$ cat config.mk
export PLATFORM = sky130hd
export DESIGN_NAME = pwm_timebase
export DESIGN_NICKNAME = d
export VERILOG_FILES = /design/src/rtl/ptb_pkg.sv /design/src/rtl/ptb_prescaler.sv /design/src/rtl/ptb_period.sv /design/src/rtl/ptb_counter.sv /design/src/rtl/pwm_timebase.sv
export SDC_FILE = /design/constraint.sdc
export NUM_CORES = 1
export LEC_CHECK = 0
export ABC_AREA = 1
export CAP_MARGIN = 20
export CELL_PAD_IN_SITES_DETAIL_PLACEMENT = 1
export CELL_PAD_IN_SITES_GLOBAL_PLACEMENT = 1
export CORE_ASPECT_RATIO = 1.1
export CORE_UTILIZATION = 48
export CTS_CLUSTER_DIAMETER = 120
export CTS_CLUSTER_SIZE = 16
export DETAILED_ROUTE_END_ITERATION = 7
export PLACE_DENSITY_LB_ADDON = 0.1
export SYNTH_ARGS = -nofsm -noshare
export SYNTH_HDL_FRONTEND = slang
export SYNTH_SLANG_ARGS = --single-unit
$ cat constraint.sdc
create_clock -name clk -period 6.63 [get_ports clk]
set_clock_uncertainty 0.05 [all_clocks]
set_input_delay 0.663 -clock clk [delete_from_list [all_inputs] [get_ports clk]]
set_output_delay 0.663 -clock clk [all_outputs]
set_load 0.05 [all_outputs]
$ cat src/rtl/ptb_pkg.sv
package ptb_pkg;
  localparam int CTRL_W = 16;

  // control word field positions (decoded by this block)
  localparam int MODE_LSB = 0;
  localparam int PLD_BIT  = 3;
  localparam int HS_LSB   = 7;
  localparam int CK_LSB   = 10;
  localparam int RUN_LSB  = 14;
  localparam int DIV_MSB  = 12;

  typedef enum logic [1:0] {
    CM_UP   = 2'b00,
    CM_DOWN = 2'b01,
    CM_UPDN = 2'b10,
    CM_HOLD = 2'b11
  } cmode_e;

  typedef enum logic [1:0] {
    RUN_HALT   = 2'b00,
    RUN_ENDCYC = 2'b01,
    RUN_FREE_A = 2'b10,
    RUN_FREE_B = 2'b11
  } runmode_e;
endpackage

$ cat src/rtl/ptb_prescaler.sv
module ptb_prescaler #(
  parameter int CK_W = 3,
  parameter int HS_W = 3
) (
  input  logic            clk,
  input  logic            rst_n,
  input  logic [CK_W-1:0] ck_sel,
  input  logic [HS_W-1:0] hs_sel,
  input  logic            restart,
  output logic            tick
);
  localparam int CK_SHIFT_MAX = (2 ** CK_W) - 1;
  localparam int HS_MUL_MAX   = 2 * ((2 ** HS_W) - 1);
  localparam int PRE_W        = CK_SHIFT_MAX + $clog2(HS_MUL_MAX + 1);

  logic [PRE_W-1:0] first_div;
  logic [PRE_W-1:0] second_div;
  logic [PRE_W-1:0] div_total;
  logic [PRE_W-1:0] pre_q;
  logic [PRE_W-1:0] pre_d;

  always_comb begin
    first_div  = PRE_W'(1) << ck_sel;
    second_div = (hs_sel == '0) ? PRE_W'(1) : PRE_W'({hs_sel, 1'b0});
    div_total  = first_div * second_div;
    tick       = (pre_q == div_total - 1'b1);
    if (restart || tick) begin
      pre_d = '0;
    end else begin
      pre_d = pre_q + 1'b1;
    end
  end

  always_ff @(posedge clk or negedge rst_n) begin
    if (!rst_n) begin
      pre_q <= '0;
    end else begin
      pre_q <= pre_d;
    end
  end
endmodule

$ cat src/rtl/ptb_period.sv
module ptb_period #(
  parameter int CNT_W = 16
) (
  input  logic             clk,
  input  logic             rst_n,
  input  logic             wr_prd,
  input  logic [CNT_W-1:0] wr_val,
  input  logic             immediate,
  input  logic             land_zero,
  output logic [CNT_W-1:0] prd_act
);
  logic [CNT_W-1:0] act_q, act_d;
  logic [CNT_W-1:0] stage_q, stage_d;
  logic             act_en, stage_en;

  always_comb begin
    act_d    = act_q;
    stage_d  = stage_q;
    act_en   = 1'b0;
    stage_en = 1'b0;
    if (immediate) begin
      if (wr_prd) begin
        act_d  = wr_val;
        act_en = 1'b1;
      end
    end else begin
      if (land_zero) begin
        act_d  = stage_q;
        act_en = 1'b1;
      end
      if (wr_prd) begin
        stage_d  = wr_val;
        stage_en = 1'b1;
      end
    end
  end

  always_ff @(posedge clk or negedge rst_n) begin
    if (!rst_n) begin
      act_q   <= '0;
      stage_q <= '0;
    end else begin
      if (act_en)   act_q   <= act_d;
      if (stage_en) stage_q <= stage_d;
    end
  end

  assign prd_act = act_q;
endmodule

$ cat src/rtl/ptb_counter.sv
module ptb_counter
  import ptb_pkg::*;
#(
  parameter int CNT_W = 16
) (
  input  logic             clk,
  input  logic             rst_n,
  input  cmode_e           mode,
  input  runmode_e         run,
  input  logic [CNT_W-1:0] prd,
  input  logic             tick,
  output logic [CNT_W-1:0] cnt,
  output logic             dir_up,
  output logic             zero_stb,
  output logic             prd_stb,
  output logic             land_zero
);
  logic [CNT_W-1:0] cnt_q, cnt_nxt;
  logic             dir_q, dir_nxt;
  logic             zs_q, ps_q;
  logic             run_ok, step, go_up;

  always_comb begin
    run_ok  = (run == RUN_FREE_A) || (run == RUN_FREE_B) ||
              ((run == RUN_ENDCYC) && (cnt_q != '0));
    step    = tick && run_ok && (mode != CM_HOLD);
    cnt_nxt = cnt_q;
    dir_nxt = dir_q;
    go_up   = 1'b0;
    case (mode)
      CM_UP: begin
        cnt_nxt = (cnt_q >= prd) ? '0 : cnt_q + 1'b1;
        dir_nxt = 1'b1;
      end
      CM_DOWN: begin
        cnt_nxt = (cnt_q == '0) ? prd : cnt_q - 1'b1;
        dir_nxt = 1'b0;
      end
      CM_UPDN: begin
        go_up   = dir_q ? (cnt_q < prd) : ((cnt_q == '0) && (prd != '0));
        cnt_nxt = go_up ? cnt_q + 1'b1 : ((cnt_q == '0) ? '0 : cnt_q - 1'b1);
        dir_nxt = go_up;
      end
      default: begin
        cnt_nxt = cnt_q;
        dir_nxt = dir_q;
      end
    endcase
    land_zero = step && (cnt_nxt == '0);
  end

  always_ff @(posedge clk or negedge rst_n) begin
    if (!rst_n) begin
      cnt_q <= '0;
      dir_q <= 1'b1;
      zs_q  <= 1'b0;
      ps_q  <= 1'b0;
    end else begin
      if (step) begin
        cnt_q <= cnt_nxt;
        dir_q <= dir_nxt;
      end
      zs_q <= land_zero;
      ps_q <= step && (cnt_nxt == prd);
    end
  end

  assign cnt      = cnt_q;
  assign dir_up   = dir_q;
  assign zero_stb = zs_q;
  assign prd_stb  = ps_q;
endmodule

$ cat src/rtl/pwm_timebase.sv
module pwm_timebase
  import ptb_pkg::*;
#(
  parameter int              ADDR_W   = 5,
  parameter int              CNT_W    = 16,
  parameter logic [ADDR_W-1:0] CTRL_OFF = 5'h00,
  parameter logic [ADDR_W-1:0] PRD_OFF  = 5'h0A
) (
  input  logic              clk,
  input  logic              rst_n,
  input  logic              wr_en,
  input  logic [ADDR_W-1:0] wr_addr,
  input  logic [CTRL_W-1:0] wr_data,
  output logic [CNT_W-1:0]  cnt_out,
  output logic              dir_up,
  output logic              zero_stb,
  output logic              prd_stb
);
  localparam int CK_W = DIV_MSB - CK_LSB + 1;
  localparam int HS_W = CK_LSB - HS_LSB;

  logic [1:0]        rst_sync_q;
  logic              rst_s_n;
  logic [CTRL_W-1:0] ctrl_q;
  logic              wr_ctrl, wr_prd, div_restart;
  logic              tick, land_zero;
  logic [CNT_W-1:0]  prd_act;

  // asynchronous assert, synchronous release
  always_ff @(posedge clk or negedge rst_n) begin
    if (!rst_n) begin
      rst_sync_q <= 2'b00;
    end else begin
      rst_sync_q <= {rst_sync_q[0], 1'b1};
    end
  end
  assign rst_s_n = rst_sync_q[1];

  always_comb begin
    wr_ctrl     = wr_en && (wr_addr == CTRL_OFF);
    wr_prd      = wr_en && (wr_addr == PRD_OFF);
    div_restart = wr_ctrl && (wr_data[DIV_MSB:HS_LSB] != ctrl_q[DIV_MSB:HS_LSB]);
  end

  always_ff @(posedge clk or negedge rst_s_n) begin
    if (!rst_s_n) begin
      ctrl_q <= '0;
    end else if (wr_ctrl) begin
      ctrl_q <= wr_data;
    end
  end

  ptb_prescaler #(.CK_W(CK_W), .HS_W(HS_W)) u_presc (
    .clk     (clk),
    .rst_n   (rst_s_n),
    .ck_sel  (ctrl_q[DIV_MSB:CK_LSB]),
    .hs_sel  (ctrl_q[CK_LSB-1:HS_LSB]),
    .restart (div_restart),
    .tick    (tick)
  );

  ptb_period #(.CNT_W(CNT_W)) u_period (
    .clk       (clk),
    .rst_n     (rst_s_n),
    .wr_prd    (wr_prd),
    .wr_val    (wr_data[CNT_W-1:0]),
    .immediate (ctrl_q[PLD_BIT]),
    .land_zero (land_zero),
    .prd_act   (prd_act)
  );

  ptb_counter #(.CNT_W(CNT_W)) u_count (
    .clk       (clk),
    .rst_n     (rst_s_n),
    .mode      (cmode_e'(ctrl_q[MODE_LSB+1:MODE_LSB])),
    .run       (runmode_e'(ctrl_q[RUN_LSB+1:RUN_LSB])),
    .prd       (prd_act),
    .tick      (tick),
    .cnt       (cnt_out),
    .dir_up    (dir_up),
    .zero_stb  (zero_stb),
    .prd_stb   (prd_stb),
    .land_zero (land_zero)
  );
endmodule

# --- After elaboration in Yosys (flattened, before gate mapping) ---
# Index checks and enable logic that the tools add are counted.
word_totals:
  register_bits: 80
classes:
  add_sub_neg: 4
  n_mul: 1
  order_cmp: 2
  n_eq_ne: 11
  n_shift: 1
  muxes: 16
  bitwise: 1
  n_reduce_logical: 24
op_table:
  columns: ["operator", "n"]
  rows:
  - ["16-bit two-way mux", 7]
  - ["16-bit one-hot mux with 3 select lines", 1]
  - ["16-bit zero test", 2]
  - ["16-bit nonzero test", 2]
  - ["16-bit by 1-bit adder with 16-bit output (second input constant)", 1]
  - ["16-bit equality test", 1]
  - ["16-bit greater-or-equal comparator", 1]
  - ["16-bit < comparator", 1]
  - ["16-bit by 1-bit subtractor with 16-bit output (second input constant)", 1]
  - ["11-bit by 1-bit adder with 11-bit output (second input constant)", 1]
  - ["11-bit equality test", 1]
  - ["11-bit by 11-bit multiplier with 11-bit output", 1]
  - ["11-bit two-way mux", 1]
  - ["1-bit by 3-bit left shift with 11-bit output (first input constant)", 1]
  - ["11-bit by 1-bit subtractor with 11-bit output (second input constant)", 1]
  - ["1-bit logical AND", 9]
  - ["2-bit equality test (second input constant)", 3]
  - ["6-bit inequality test", 1]
  - ["3-bit AND reduction", 2]
  - ["5-bit by 4-bit equality test with 1-bit output (second input constant)", 1]
  - ["5-bit zero test", 1]
  - ["1-bit two-way mux", 5]
  - ["2-bit by 1-bit equality test with 1-bit output (second input constant)", 2]
  - ["4-bit two-way mux", 1]
  - ["other kinds (10)", 12]

# --- Longest topological paths before layout ---
logic_depth:
  depth_word: 11
  mapped_depth: 26

# --- Modules after synthesis ---
# Synthesis repeated with hierarchy kept, for this count alone.
unflattened:
  hier_cells: 1070
  hier_area_um2: 7011.7
modules_own_cells:
  columns: ["mod", "n_inst", "cells_each", "area_each_um2", "seq_area_each_um2"]
  rows:
  - ["ptb_counter", 1, 475, 2816.5, 476.7]
  - ["ptb_prescaler", 1, 316, 2011.9, 275.3]
  - ["ptb_period", 1, 192, 1519.0, 800.8]
  - ["pwm_timebase", 1, 87, 664.4, 325.3]

# --- Least setup slack after synthesis ---
# OpenSTA, ideal clock, no wires.
synth_path:
  kind: "register -> register"
  start: "register ctrl_q[10]"
  end: "register u_period.act_q[0] (netlist: u_period.prd_act[0])"
  arrival_ns: 4.114
  t_required_ns: 6.463
  path_slack_ns: 2.349
  stages_incl_launch_ff: 21
  path_buffers: 1
  synth_period_minus_slack_ns: 4.281
  cell_sequence: "dfrtp_1 -> inv_1 -> nor3_1 -> nand2_1 -> ha_1 -> fa_1 -> inv_1 -> fa_1 -> ha_1 -> a21oi_1 -> o21a_1 -> nand2_1 -> xor2_1 -> nand3_1 -> nor2_1 -> nand2_1 -> nor3_4 -> nand4_4 -> buf_6 -> nand3_2 -> nand2_1"
synth_between:
  elab_chain_cells: 10
  elab_cells_between_ends: 11
  cone_classes: "add/sub (1); mul (1); eq/ne (1); shift (1); mux (2); reduce/logical (5)"
synth_rtl:
  columns: ["item", "line", "source"]
  rows:
  - ["start: declaration", "pwm_timebase.sv:24", "logic [CTRL_W-1:0] ctrl_q;"]
  - ["start signal: assignment", "pwm_timebase.sv:49", "ctrl_q <= wr_data;"]
  - ["1-bit by 3-bit left shift with 11-bit output *", "ptb_prescaler.sv:23", "first_div = PRE_W'(1) << ck_sel;"]
  - ["11-bit by 11-bit multiplier with 11-bit output *", "ptb_prescaler.sv:25", "div_total = first_div * second_div;"]
  - ["11-bit by 1-bit subtractor with 11-bit output *", "ptb_prescaler.sv:26", "tick = (pre_q == div_total - 1'b1);"]
  - ["11-bit equality test *", "ptb_prescaler.sv:26", null]
  - ["1-bit logical AND * (2 in series)", "ptb_counter.sv:26", "step = tick && run_ok && (mode != CM_HOLD);"]
  - ["1-bit logical AND *", "ptb_counter.sv:49", "land_zero = step && (cnt_nxt == '0);"]
  - ["1-bit two-way mux", "ptb_period.sv:27", "if (land_zero) begin"]
  - ["1-bit two-way mux", "ptb_period.sv:21", "if (immediate) begin"]
  - ["3-bit AND reduction (no line) *", null, null]
  - ["end signal: assignment", "ptb_period.sv:43", "if (act_en) act_q <= act_d;"]
  - ["end: declaration", "ptb_period.sv:12", "logic [CNT_W-1:0] act_q, act_d;"]
# Mark *: on every way between the ends. The rest lies on a longest branch, timed or not.
# A chain may end at the register's enable or synchronous reset.

# --- Final worst setup path ---
layout_path:
  start: "register ctrl_q[10]"
  end: "register u_period.act_q[11] (netlist: u_period.prd_act[11])"
# Same word-level chain as after synthesis.

==> qor.yml <==
run_status:
  status: "completed"
clock_network:
  post-cts-setup-buffers: 0
  cts_tree: "done"
  root_buffer: "clkbuf_16"
  clockBufferDepth: 2
  clock_latency_ns: 0.35
  numCtsBuffers: 9
  clk_pin_slew_ns: 0.06
  hold_buffers: 0
  h-tree-depth: 3
  cts.sinks: 75
  ctsResizeCount: 0
logic_synthesis:
  synth_edf_count: 0
  synth_flop_cell: "dfrtp_1"
  synth_nets: 1050
  syn_area_per_cell_um2: 7.069
  synth_seq_area_share_pct: 27.31
  synth.distinct_cells: 45
  ys_async_sr_fraction_pct: 100.0
  syn_area_um2: 6878
  synth-seq-cells: 75
  ys_warn_count: 0
  netlist_instances: 973
power:
  internal_power_w: 0.001556
  p_sw_w: 0.001630
  p_per_area_nw_per_um2: 410.3
  p_leak_nw: 3.901
  combPwrFrac_pct: 61.0
  clkPwrFrac_pct: 16.9
  pwr-share-seq_pct: 22.0
  p_sw_share_pct: 51.17
  max-vdd-ir-drop_mv: 0.2614
setup_path:
  cpLargestDelayFamily: "simple AND/OR/NAND/NOR gates"
  cp_num_buf_inv: 2
  cp_cell_sequence: "inv_1, nor3_1, nand2_1, ha_1, fa_1, inv_1, fa_1, ha_1, a21oi_1, o21a_1, nand2_1, xor2_1, nand3_1, nor2_1, nand2_1, nor3_4, nand4_4, nand3_1, nand2_1"
  setup.worst_path.class: "flop to flop"
  cpPeakStageDelay_ns: 0.60
  critPathMaxFanout: 19
  arrival_ns: 5.47
  crit_required_ns: 6.80
  critical-path-slowest-cell: "nor3_4"
  cp_common_cell: "nand2_1"
  cp-start-kind: "flop"
  critPathCaptureType: "flop"
timing:
  tns_ns: 0
  worstMarginPinSlew_ns: 0.9533
  maxSlewHeadroom_pct: 36.38
  finalHoldViolCount: 0
  finalSetupViolations: 0
  hold_ws_ns: 0.1039
  period_share_pct: 79.91
  final.min_clock_period_ns: 5.298
  slew_viol_final: 0
  rsz0062_at_grt: "no"
  max_clock_freq_mhz: 188.8
routing:
  wl_um: 21740
  viasPerCell: 5.596
  ant_nets: 0
  drcViolationCount: 0
  drt_pass1_iterations: 5
  wl_per_cell_um: 18.14
  dr_total_vias: 6704
  drtIter0Drc: 334
job:
  drv_cap: 0
die:
  core_area_um2: 13910
  die-area_um2: 14810
  die_w_um: 116.1
  rows: 45
  die_h_um: 127.5
  initial_core_util_pct: 49.46
  io_pins: 43
grt:
  grt_overflow_total: 0
  grt_max_degree: 74
  antenna_found_initial: 0
  first_global_vias: 7035
  grt_usage_pct: 31.58
  grt_pass1_wl_um: 35590
finish:
  fill_cells: 1823
  layout_common_cells: "nand2_1 (248), inv_1 (124), nand3_1 (92), nor2_1 (82)"
  drive_above_1_share_pct: 10.00
  num-nets-final: 1082
  final_common_cell: "nand2_1"
  area_growth_pct: 12.88
  final_util_pct: 55.83
  antennaDiodeCount: 0
placement:
  gp_congestion: 0.9441
  dpl.hpwl_um: 16790
  portBuffers: 42
worst_hold_path:
  min_path_type: "flop to async pin"
## logic make-up (layout without fill, tap and decap cells)
logic type      count (synthesis)  in the layout  synth area share (%)
compound gates                106            106                 8.114
other cells                     1              1               0.05452
simple gates                  545            545                 39.37
flops                          75             75                 27.31
fa+ha+maj                      53             53                 11.06
buf+inv                       155            192                 9.260
xor+xnor                       38             38                 4.839
## power groups by stage
stage	Sequential, W	Combinational [W]	Clock, W
2_1_floorplan	0.000684	0.00144	0
5_1_grt	0.000715	0.00217	0.000561
6_report	0.000701	0.00194	0.000540
4_1_cts	0.000707	0.00193	0.000549
3_5_place_dp	0.000714	0.00190	0
3_3_place_gp	0.000710	0.00186	0
## worst paths after layout
path                                from              endpoint  slack [ns]  cells past startpoint
max                           ctrl_q[10]  u_period.prd_act[11]        1.33                     19
min                        rst_sync_q[1]  u_period.stage_q[13]        0.10                      0
max reg2reg                   ctrl_q[10]  u_period.prd_act[11]        1.33                     19
min reg2reg                rst_sync_q[1]  u_period.stage_q[13]        0.10                      0
max in group asynchronous  rst_sync_q[1]        u_count.dir_up        5.79                      1
min in group clk           rst_sync_q[0]         rst_sync_q[1]        0.30                      0
## cell type report
type | count | area (µm²) | area share [%]
timing repair buffer | 46 | 470.5 | 6.060
tap | 188 | 235.2 | 3.030
clock inverter | 6 | 90.09 | 1.160
sequential | 75 | 1882 | 24.24
inverter | 130 | 488.0 | 6.285
multi-input combinational | 743 | 4369 | 56.28
clock buffer | 10 | 229.0 | 2.949
## cells in the mapped netlist, drive strengths merged, types with 3 or more instances
master    n  area [µm²]
nand3b    8       87.58
xnor2     7       61.31
nor2     98       417.9
ha       40       500.5
a21oi    21       105.1
o21ai    73       365.4
xor2     31       271.5
nand3   121       765.7
nor3b     3       22.52
or2       6       37.54
nor3     17       138.9
nand4    25       177.7
inv     128       480.5
buf      15       111.4
o22ai     5       31.28
nor4      6       37.54
a221oi    3       26.28
dfrtp    74        1852
clkbuf   10       37.54
nand2   257       992.2
fa       13       260.3
## flip-flops by register name (all words and copies together), names as in the netlist
signal / flops
u_period.stage_q: 16
rst_sync_q: 2
u_count.prd_stb: 1
u_presc.pre_q: 11
ctrl_q: 11
u_count.cnt: 16
u_period.prd_act: 16
u_count.zero_stb: 1
u_count.dir_up: 1
## per-stage QoR
stage | power [W] | setup WS (ns) | area (µm²) | cells
after detailed placement | 0.002618 | 1.392 | 7417 | 1181
final | 0.003186 | 1.332 | 7764 | 1198
after CTS | 0.003188 | 1.318 | 7736 | 1197
after global placement | 0.002570 | 1.502 | 7417 | 1181
after global routing | 0.003445 | 0.8725 | 7764 | 1198
after floorplan | 0.002121 | 2.349 | 6878 | 973
## per-layer routing
layer  vias to the layer above  GRT usage [%]  wire length (µm)
met5                         -              0                 0
met4                         0          17.04              1141
met3                        63          4.791               595
met2                       146          54.17             10900
met1                      3255          37.70              9098
li1                       3240              -                 -
(Power assumes the default switching activity.)
